$ cat config.mk
export PLATFORM = sky130hd
export DESIGN_NAME = rsr_rx
export DESIGN_NICKNAME = d
export VERILOG_FILES = /design/src/rtl/rsr_pkg.sv /design/src/rtl/rsr_ctrl.sv /design/src/rtl/rsr_datapath.sv /design/src/rtl/rsr_rx.sv
export SDC_FILE = /design/constraint.sdc
export NUM_CORES = 1
export LEC_CHECK = 0
export BUFFER_PORTS_ARGS = -buffer_cell sky130_fd_sc_hd__buf_2
export CORE_MARGIN = 5
export CORE_UTILIZATION = 45
export CTS_BUF_LIST = sky130_fd_sc_hd__clkbuf_16
export CTS_CLUSTER_DIAMETER = 60
export DETAILED_ROUTE_END_ITERATION = 8
export GPL_ROUTABILITY_DRIVEN = 0
export HOLD_SLACK_MARGIN = 0.12
export MAX_ROUTING_LAYER = met4
export PLACE_DENSITY_LB_ADDON = 0.05
export SLEW_MARGIN = 5
export SYNTH_ARGS = -nofsm -noshare
export SYNTH_HDL_FRONTEND = slang
export SYNTH_HIERARCHICAL = 1
export SYNTH_SLANG_ARGS = --single-unit
$ cat constraint.sdc
create_clock -name clk -period 5.1 [get_ports clk]
set_input_delay 0.51 -clock clk [delete_from_list [all_inputs] [get_ports clk]]
set_output_delay 0.51 -clock clk [all_outputs]
set_load 0.03 [all_outputs]
$ cat src/rtl/rsr_pkg.sv
package rsr_pkg;
  typedef struct packed {
    logic frameStart;
    logic exempt;
    logic seedScr;
    logic b1Slot;
    logic aligned;
    logic squelch;
  } rsrCtlT;
endpackage

$ cat src/rtl/rsr_ctrl.sv
module rsr_ctrl
  import rsr_pkg::*;
#(
  parameter int ROWS = 9,
  parameter int COLS = 270,
  parameter int NA1 = 3,
  parameter int NA2 = 3,
  parameter int OOF_SET = 4,
  parameter int OOF_CLR = 2,
  parameter int LOF_FRAMES = 24,
  parameter logic [7:0] A1_VAL = 8'hF6,
  parameter logic [7:0] A2_VAL = 8'h28
) (
  input  logic                     clk,
  input  logic                     rstN,
  input  logic [7:0]               rxByte,
  output rsrCtlT                   ctl,
  output logic [$clog2(ROWS)-1:0]  row,
  output logic [$clog2(COLS)-1:0]  col,
  output logic                     oof,
  output logic                     lof
);
  localparam int HDR = NA1 + NA2;
  localparam int ROW_W = $clog2(ROWS);
  localparam int COL_W = $clog2(COLS);
  localparam int FRAME_BYTES = ROWS * COLS;
  localparam int LOF_TICKS = LOF_FRAMES * FRAME_BYTES;
  localparam int LOF_W = $clog2(LOF_TICKS + 1);
  localparam int MISS_W = $clog2(OOF_SET + 1);
  localparam int GOOD_W = $clog2(OOF_CLR + 1);
  localparam int WIN_W = (HDR - 1) * 8;

  function automatic logic [HDR*8-1:0] mkPattern();
    logic [HDR*8-1:0] p;
    for (int i = 0; i < HDR; i++) begin
      p[(HDR-1-i)*8 +: 8] = (i < NA1) ? A1_VAL : A2_VAL;
    end
    return p;
  endfunction

  localparam logic [HDR*8-1:0] PATTERN = mkPattern();

  logic [WIN_W-1:0]  winQ;
  logic              patMatch;
  logic              atMark;
  logic              cand;
  logic [MISS_W-1:0] missCnt;
  logic [GOOD_W-1:0] goodCnt;
  logic [LOF_W-1:0]  lofCnt;

  assign patMatch = ({winQ, rxByte} == PATTERN);
  assign atMark   = (row == '0) && (col == COL_W'(HDR - 1));

  always_comb begin
    ctl.frameStart = (row == '0) && (col == '0);
    ctl.exempt     = (row == '0) && (col < COL_W'(HDR + 1));
    ctl.seedScr    = (row == '0) && (col == COL_W'(HDR + 1));
    ctl.b1Slot     = (row == ROW_W'(1)) && (col == '0);
    ctl.aligned    = !oof;
    ctl.squelch    = oof | lof;
  end

  always_ff @(posedge clk or negedge rstN) begin
    if (!rstN) begin
      winQ    <= '0;
      row     <= '0;
      col     <= '0;
      oof     <= 1'b1;
      cand    <= 1'b0;
      missCnt <= '0;
      goodCnt <= '0;
      lofCnt  <= '0;
      lof     <= 1'b0;
    end else begin
      winQ <= {winQ[WIN_W-9:0], rxByte};

      if (col == COL_W'(COLS - 1)) begin
        col <= '0;
        row <= (row == ROW_W'(ROWS - 1)) ? '0 : row + 1'b1;
      end else begin
        col <= col + 1'b1;
      end

      if (oof) begin
        if (lofCnt == LOF_W'(LOF_TICKS - 1)) lof <= 1'b1;
        else lofCnt <= lofCnt + 1'b1;

        if (!cand) begin
          if (patMatch) begin
            cand    <= 1'b1;
            goodCnt <= GOOD_W'(1);
            row     <= '0;
            col     <= COL_W'(HDR);
            if (OOF_CLR <= 1) begin
              oof    <= 1'b0;
              lof    <= 1'b0;
              lofCnt <= '0;
            end
          end
        end else if (atMark) begin
          if (patMatch) begin
            goodCnt <= goodCnt + 1'b1;
            if (int'(goodCnt) + 1 >= OOF_CLR) begin
              oof     <= 1'b0;
              cand    <= 1'b0;
              missCnt <= '0;
              lof     <= 1'b0;
              lofCnt  <= '0;
            end
          end else begin
            cand <= 1'b0;
          end
        end
      end else if (atMark) begin
        if (patMatch) begin
          missCnt <= '0;
        end else if (missCnt == MISS_W'(OOF_SET - 1)) begin
          oof     <= 1'b1;
          cand    <= 1'b0;
          missCnt <= '0;
        end else begin
          missCnt <= missCnt + 1'b1;
        end
      end
    end
  end
endmodule

$ cat src/rtl/rsr_datapath.sv
module rsr_datapath
  import rsr_pkg::*;
#(
  parameter int ROWS = 9,
  parameter int COLS = 270
) (
  input  logic                     clk,
  input  logic                     rstN,
  input  logic [7:0]               rxByte,
  input  logic                     sigPresent,
  input  rsrCtlT                   ctl,
  input  logic [$clog2(ROWS)-1:0]  row,
  input  logic [$clog2(COLS)-1:0]  col,
  input  logic                     oof,
  input  logic                     lof,
  output logic [7:0]               outByte,
  output logic [$clog2(ROWS)-1:0]  outRow,
  output logic [$clog2(COLS)-1:0]  outCol,
  output logic                     frameStartOut,
  output logic                     oofOut,
  output logic                     lofOut,
  output logic                     losOut,
  output logic                     b1Strobe,
  output logic [3:0]               b1ErrCnt
);
  function automatic logic [7:0] keyOf(input logic [6:0] s);
    logic [6:0] st;
    logic [7:0] k;
    st = s;
    for (int i = 7; i >= 0; i--) begin
      k[i] = st[6];
      st = {st[5:0], st[6] ^ st[5]};
    end
    return k;
  endfunction

  function automatic logic [6:0] stepOf(input logic [6:0] s);
    logic [6:0] st;
    st = s;
    for (int i = 0; i < 8; i++) st = {st[5:0], st[6] ^ st[5]};
    return st;
  endfunction

  function automatic logic [3:0] popCnt(input logic [7:0] v);
    logic [3:0] n;
    n = '0;
    for (int i = 0; i < 8; i++) n = n + {3'b000, v[i]};
    return n;
  endfunction

  logic [6:0] lfsr;
  logic [6:0] curSeed;
  logic [7:0] descr;
  logic [7:0] bipAcc;
  logic [7:0] bipPrev;
  logic       runOk;
  logic       prevOk;
  logic       squelchNow;

  assign curSeed    = ctl.seedScr ? 7'h7F : lfsr;
  assign descr      = ctl.exempt ? rxByte : (rxByte ^ keyOf(curSeed));
  assign squelchNow = ctl.squelch | !sigPresent;

  always_ff @(posedge clk or negedge rstN) begin
    if (!rstN) begin
      lfsr          <= 7'h7F;
      bipAcc        <= '0;
      bipPrev       <= '0;
      runOk         <= 1'b0;
      prevOk        <= 1'b0;
      outByte       <= 8'hFF;
      outRow        <= '0;
      outCol        <= '0;
      frameStartOut <= 1'b0;
      oofOut        <= 1'b1;
      lofOut        <= 1'b0;
      losOut        <= 1'b0;
      b1Strobe      <= 1'b0;
      b1ErrCnt      <= '0;
    end else begin
      if (!ctl.exempt) lfsr <= stepOf(curSeed);

      if (ctl.frameStart) begin
        bipAcc  <= rxByte;
        bipPrev <= bipAcc;
        prevOk  <= runOk;
        runOk   <= ctl.aligned;
      end else begin
        bipAcc <= bipAcc ^ rxByte;
      end

      b1Strobe      <= ctl.b1Slot && prevOk && ctl.aligned;
      b1ErrCnt      <= popCnt(descr ^ bipPrev);
      outByte       <= squelchNow ? 8'hFF : descr;
      outRow        <= row;
      outCol        <= col;
      frameStartOut <= ctl.frameStart;
      oofOut        <= oof;
      lofOut        <= lof;
      losOut        <= !sigPresent;
    end
  end
endmodule

$ cat src/rtl/rsr_rx.sv
module rsr_rx
  import rsr_pkg::*;
#(
  parameter int ROWS = 9,
  parameter int COLS = 270,
  parameter int NA1 = 3,
  parameter int NA2 = 3,
  parameter int OOF_SET = 4,
  parameter int OOF_CLR = 2,
  parameter int LOF_FRAMES = 24
) (
  input  logic                     clk,
  input  logic                     rstN,
  input  logic [7:0]               rxByte,
  input  logic                     sigPresent,
  output logic [7:0]               outByte,
  output logic [$clog2(ROWS)-1:0]  outRow,
  output logic [$clog2(COLS)-1:0]  outCol,
  output logic                     frameStartOut,
  output logic                     oofOut,
  output logic                     lofOut,
  output logic                     losOut,
  output logic                     b1Strobe,
  output logic [3:0]               b1ErrCnt
);
  rsrCtlT                   ctl;
  logic [$clog2(ROWS)-1:0]  row;
  logic [$clog2(COLS)-1:0]  col;
  logic                     oof;
  logic                     lof;

  rsr_ctrl #(
    .ROWS(ROWS), .COLS(COLS), .NA1(NA1), .NA2(NA2),
    .OOF_SET(OOF_SET), .OOF_CLR(OOF_CLR), .LOF_FRAMES(LOF_FRAMES)
  ) uCtrl (
    .clk(clk), .rstN(rstN), .rxByte(rxByte),
    .ctl(ctl), .row(row), .col(col), .oof(oof), .lof(lof)
  );

  rsr_datapath #(.ROWS(ROWS), .COLS(COLS)) uData (
    .clk(clk), .rstN(rstN), .rxByte(rxByte), .sigPresent(sigPresent),
    .ctl(ctl), .row(row), .col(col), .oof(oof), .lof(lof),
    .outByte(outByte), .outRow(outRow), .outCol(outCol),
    .frameStartOut(frameStartOut), .oofOut(oofOut), .lofOut(lofOut),
    .losOut(losOut), .b1Strobe(b1Strobe), .b1ErrCnt(b1ErrCnt)
  );
endmodule

Word-level counts from Yosys, hierarchy flattened

Cells that the tools add are included.

$add $sub $neg: 13
Multipliers: 0
Divide/modulo/power cells: 0
Order comparisons: 2
Equality and inequality tests: 14
Shifts and indexed selects: 0
Muxes and demuxes: 51
Bitwise logic cells: 13
Reductions and logical operators: 17

Operator list:

| cell                                                        | count |
|---|---|
| 2-to-1 mux 16 bit                                           | 5 |
| == test 48 bit (second input constant)                      | 1 |
| 2-to-1 mux 9 bit                                            | 4 |
| >= comparator 32 x 3 -> 1 bit (second input constant)       | 1 |
| adder 4 x 1 -> 4 bit                                        | 6 |
| 2-to-1 mux 3 bit                                            | 8 |
| 2-to-1 mux 8 bit                                            | 3 |
| bitwise XOR 8 bit                                           | 3 |
| 2-to-1 mux 1 bit                                            | 21 |
| 2-to-1 mux 4 bit                                            | 5 |
| == test 9 x 3 -> 1 bit (second input constant)              | 2 |
| adder 16 x 1 -> 16 bit (second input constant)              | 1 |
| == test 16 bit (second input constant)                      | 1 |
| adder 9 x 1 -> 9 bit (second input constant)                | 1 |
| == test 9 bit (second input constant)                       | 1 |
| zero test 9 bit                                             | 1 |
| less-than comparator 9 x 3 -> 1 bit (second input constant) | 1 |
| 2-to-1 mux 2 bit                                            | 4 |
| AND reduction 4 bit                                         | 2 |
| bitwise XOR 1 bit                                           | 8 |
| logical AND 1 bit                                           | 7 |
| 2-to-1 mux 7 bit                                            | 1 |
| != test 2 x 1 -> 1 bit (second input constant)              | 3 |
| != test 2 bit (second input constant)                       | 3 |
| other kinds (13)                                            | 17 |

Flip-flop bits (word level): 132
Bits in latches: 0
RAM bits: 0
Bits in read-only memories: 0
Bits of input ports: 11
Memories kept: 0

Logic depth before layout (Yosys ltp)

Depth after elaboration: 14
Mapped depth: 16
Mapped depth without buffers: 15

Modules after synthesis

Netlist, hierarchy kept.

By module, submodules not included:

| module       | times used | cells an instance | area an instance (sq um) | sequential area each (sq um) |
|---|---|---|---|---|
| rsr_ctrl     | 1          | 279               | 3,335.7                  | 1,928.1 |
| rsr_datapath | 1          | 157               | 2,233.4                  | 1,396.3 |

Worst setup path after synthesis

No wires, ideal clock.

Path kind: register to register
From: register uCtrl.col[5]
To: register uData.b1ErrCnt[2]
Arrival: 3.514 ns
Slack: 1.463 ns
Cell stages (with the launch flop): 17
Clock period less this slack: 3.637 ns
Path through: dfrtp_1 > nor4_2 > and2_1 > nand2_1 > nor2_1 > clkbuf_2 > o21bai_1 > xor2_1 > xnor2_1 > fa_1 > inv_1 > fa_1 > inv_1 > ha_1 > inv_1 > fa_1 > xnor2_1

RTL lines:

| element                  | line               | RTL |
|---|---|---|
| start: declaration       | rsr_ctrl.sv:19     | `output logic [$clog2(COLS)-1:0] col,` |
| start signal: assignment | rsr_ctrl.sv:81     | `col <= col + 1'b1;` |
| start signal: assignment | rsr_ctrl.sv:93     | `col <= COL_W'(HDR);` |
| end signal: assignment   | rsr_datapath.sv:93 | `b1ErrCnt <= popCnt(descr ^ bipPrev);` |
| end: declaration         | rsr_datapath.sv:24 | `output logic [3:0] b1ErrCnt` |

==> run metrics <==
Clock transition at path regs=approximately 50 ps; pwr dens=~380 nW/um^2; Max Buffers Root-to-Sink=2; setup TNS=0 ps; wire length of the first global-routing pass=approximately 18 mm; worst setup path class=reg2reg; CP most frequent cell=inv_1; family with the most delay on the worst path=adder cells; most frequent cells in the layout=dfrtp_1, buf_2, xor2_1; cell taking the most area after synthesis=dfrtp_1; flops & latches, synth=between 100 and 150; number of global-route vias before repair=between 3k and 4k; via count=roughly 3.4k; H-tree levels=4; gr ovfl total=0; Final Skew=7.504 ps; MaxCap Viol Count=0; synth top area cells=dfrtp_1, dfstp_2, xor2_1; Slew Viols, Final=0; 1st-pass router iterations=4; Layout area overhead=17.39%; Final period util=roughly 87%; Max-slew headroom=between 40% and 50%; metal2 WL=between 5 and 6 mm; EDFF count, synth=0; Horiz. Die Dim=between 100 and 150 um; initial antenna violation count=0; HP Class=in2reg; Critical Path AT=4720 ps; fraction of registers with async set/reset=100.0%; TritonCTS clock tree=built; setup bufs post-CTS=0; cells after synthesis=~440; Crit Path Max Fanout=11; Synth Cell Area=~5600 sq um; Mean Syn Cell Area=12.77 sq um; largest net degree at the start of global routing=67; final net count=517; Final Critical Period=between 4000 and 5000 ps; crit path buf inv count=4; WL final=10.84 mm; Synth cell types=59; final worst slack=~680 ps; Core Rows=40; sequential area share after synthesis=between 50% and 60%; via/cell ratio=~5; area share of the largest cell type after synthesis=approximately half; DRT iter0 DRCs=135; final core occ=54.20%; slowest cell on the critical path=nor2_1; Num CTS Buffers=17; starting density of the core=between 40% and 50%; Req. time, crit path=5410 ps; full die area=approximately 15,000 sq um; # resized after CTS=0; clock sinks=around 130; Crit. End Element=flop; top sig layer=met4; pre-CTS worst setup slack=726.0 ps; met3 wire length=~260 um; layout cells sized above 1=24.45%; Buffers on Ports=40; Final ANT Viol Nets=0; Core Footprint=between 10,000 and 15,000 sq um; number of remaining DRC errors=0; synth warn=6; startpoint types=flop; dpl hpwl=about 7.4 mm; syn nets=463; wire length per cell=around 16 um; die height=roughly 120 um; RSZ-0062 raised after global routing=no; worst-path cell chain=nor4_2 > and2_1 > nand2_1 > nor2_1 > o21bai_1 > xor2_1 > xnor2_1 > fa_1 > inv_1 > fa_1 > inv_1 > ha_1 > inv_1 > fa_1 > inv_1; VDD IR-drop max=269.1 uV; most common cell after layout, fill and taps aside=dfrtp_1; Final Setup Violations=0; Clock Latency Late Sink=410 ps; Ant. Diodes=0; CTS Hold Buffers Added=1; final hold viol count=0; gr usage total=16.76%; Worst path max stage delay=~600 ps; Post-synth top flop=dfrtp_1; met1 wire length=slightly above 5 mm; Fmax=around 230 MHz; run status=finished clean; Top Ports=between 40 and 50; leakage=roughly 2.9 nW; Root Buffer=clkbuf_16; Worst Max-Slew Pin Slew=around 820 ps
==> Yosys cell counts (all sizes together), types with 2 or more instances <==
cell type and number:
dfrtp 115, nor2 38, xor2 31, nand2 25
inv 20, xnor2 19, dfstp 17, ha 12
nand4 12, nand3 11, mux2 10, nand2b 10
nor4 9, a21oi 8, and3 8, a22o 7
o21bai 7, clkbuf 6, nor3 6, o21ai 6
and4 5, a22oi 4, buf 4, fa 4
nand4bb 4, or4bb 4, mux2i 3, nor2b 3
or4b 3, a21o 2, and2 2, nor4bb 2
o211ai 2, o22ai 2, o31ai 2, or2 2
or4 2
==> power by group <==
| group | switching, mW | internal (mW) | total (mW) |
|---|---|---|---|
| Combinational | 0.101 | 0.0635 | 0.165 |
| Sequential | 0.0290 | 1.11 | 1.14 |
| Clock | 0.423 | 0.752 | 1.18 |
==> through the flow <==
stage	instance area, sq um	hold WS (ps)	std cells	power, mW
finish	6538	290.0	671	2.479
floorplan	5569	214.4	436	1.253
detailed placement	5954	359.0	638	1.323
global route	6538	273.3	671	2.591
CTS	6538	271.4	671	2.517
global placement	5954	355.5	638	1.317
==> cells by family (layout without fill, tap and decap cells) <==
group | Yosys count | after routing | share of synthesized area [%]
AND/OR/NAND/NOR | 150 | 150 | 17.03
buffers and inverters | 30 | 97 | 2.471
XOR/XNOR | 51 | 51 | 8.268
multiplexers | 13 | 13 | 2.561
adder cells (fa/ha/maj) | 16 | 16 | 4.134
AO/OA/AOI/OAI | 44 | 44 | 5.842
flip-flops | 132 | 132 | 59.69
==> sequential cells by signal, indices dropped and copies added (netlist names), 2 cells and up <==
| name | cells |
|---|---|
| uData/bipAcc | 8 |
| uCtrl/winQ | 40 |
| uCtrl/col | 9 |
| uData/outRow | 4 |
| uCtrl/row | 4 |
| uData/outCol | 9 |
| uData/b1ErrCnt | 4 |
| uData/outByte | 8 |
| uData/lfsr | 7 |
| uCtrl/lofCnt | 16 |
| uCtrl/goodCnt | 2 |
| uData/bipPrev | 8 |
| uCtrl/missCnt | 3 |
==> metal layers <==
metal / GRT usage (%) / up-vias
li1: - / 1617
met5: - / -
met3: 4.615 / 12
met1: 21.85 / 1739
met4: 6.513 / 0
met2: 25.11 / 49
==> path summary, 6_finish.rpt <==
path | end | start | depth (start not counted) | slack (ps)
setup / recovery | uData/b1ErrCnt[1] | uCtrl/col[5] | 15 | 680
hold / removal | uData/losOut | sigPresent | 2 | 290
setup reg to reg | uData/b1ErrCnt[1] | uCtrl/col[5] | 15 | 680
hold reg to reg | uCtrl/winQ[19] | uCtrl/winQ[11] | 0 | 370
max in group asynchronous | uData/outCol[5] | rstN | 3 | 3440
min in group asynchronous | uCtrl/winQ[26] | rstN | 2 | 550
==> layout make-up <==
| cell class | count | area (sq um) |
|---|---|---|
| well taps | 168 | 210.2 |
| inverters | 20 | 75.07 |
| clock buffers | 17 | 425.4 |
| flip-flops and latches | 132 | 3324 |
| fillers | 1019 | 5524 |
| clock inverters | 15 | 147.6 |
| multi-input cells | 274 | 2112 |
| repair buffers | 45 | 242.7 |
No activity file was read; power rests on OpenSTA's default activity.
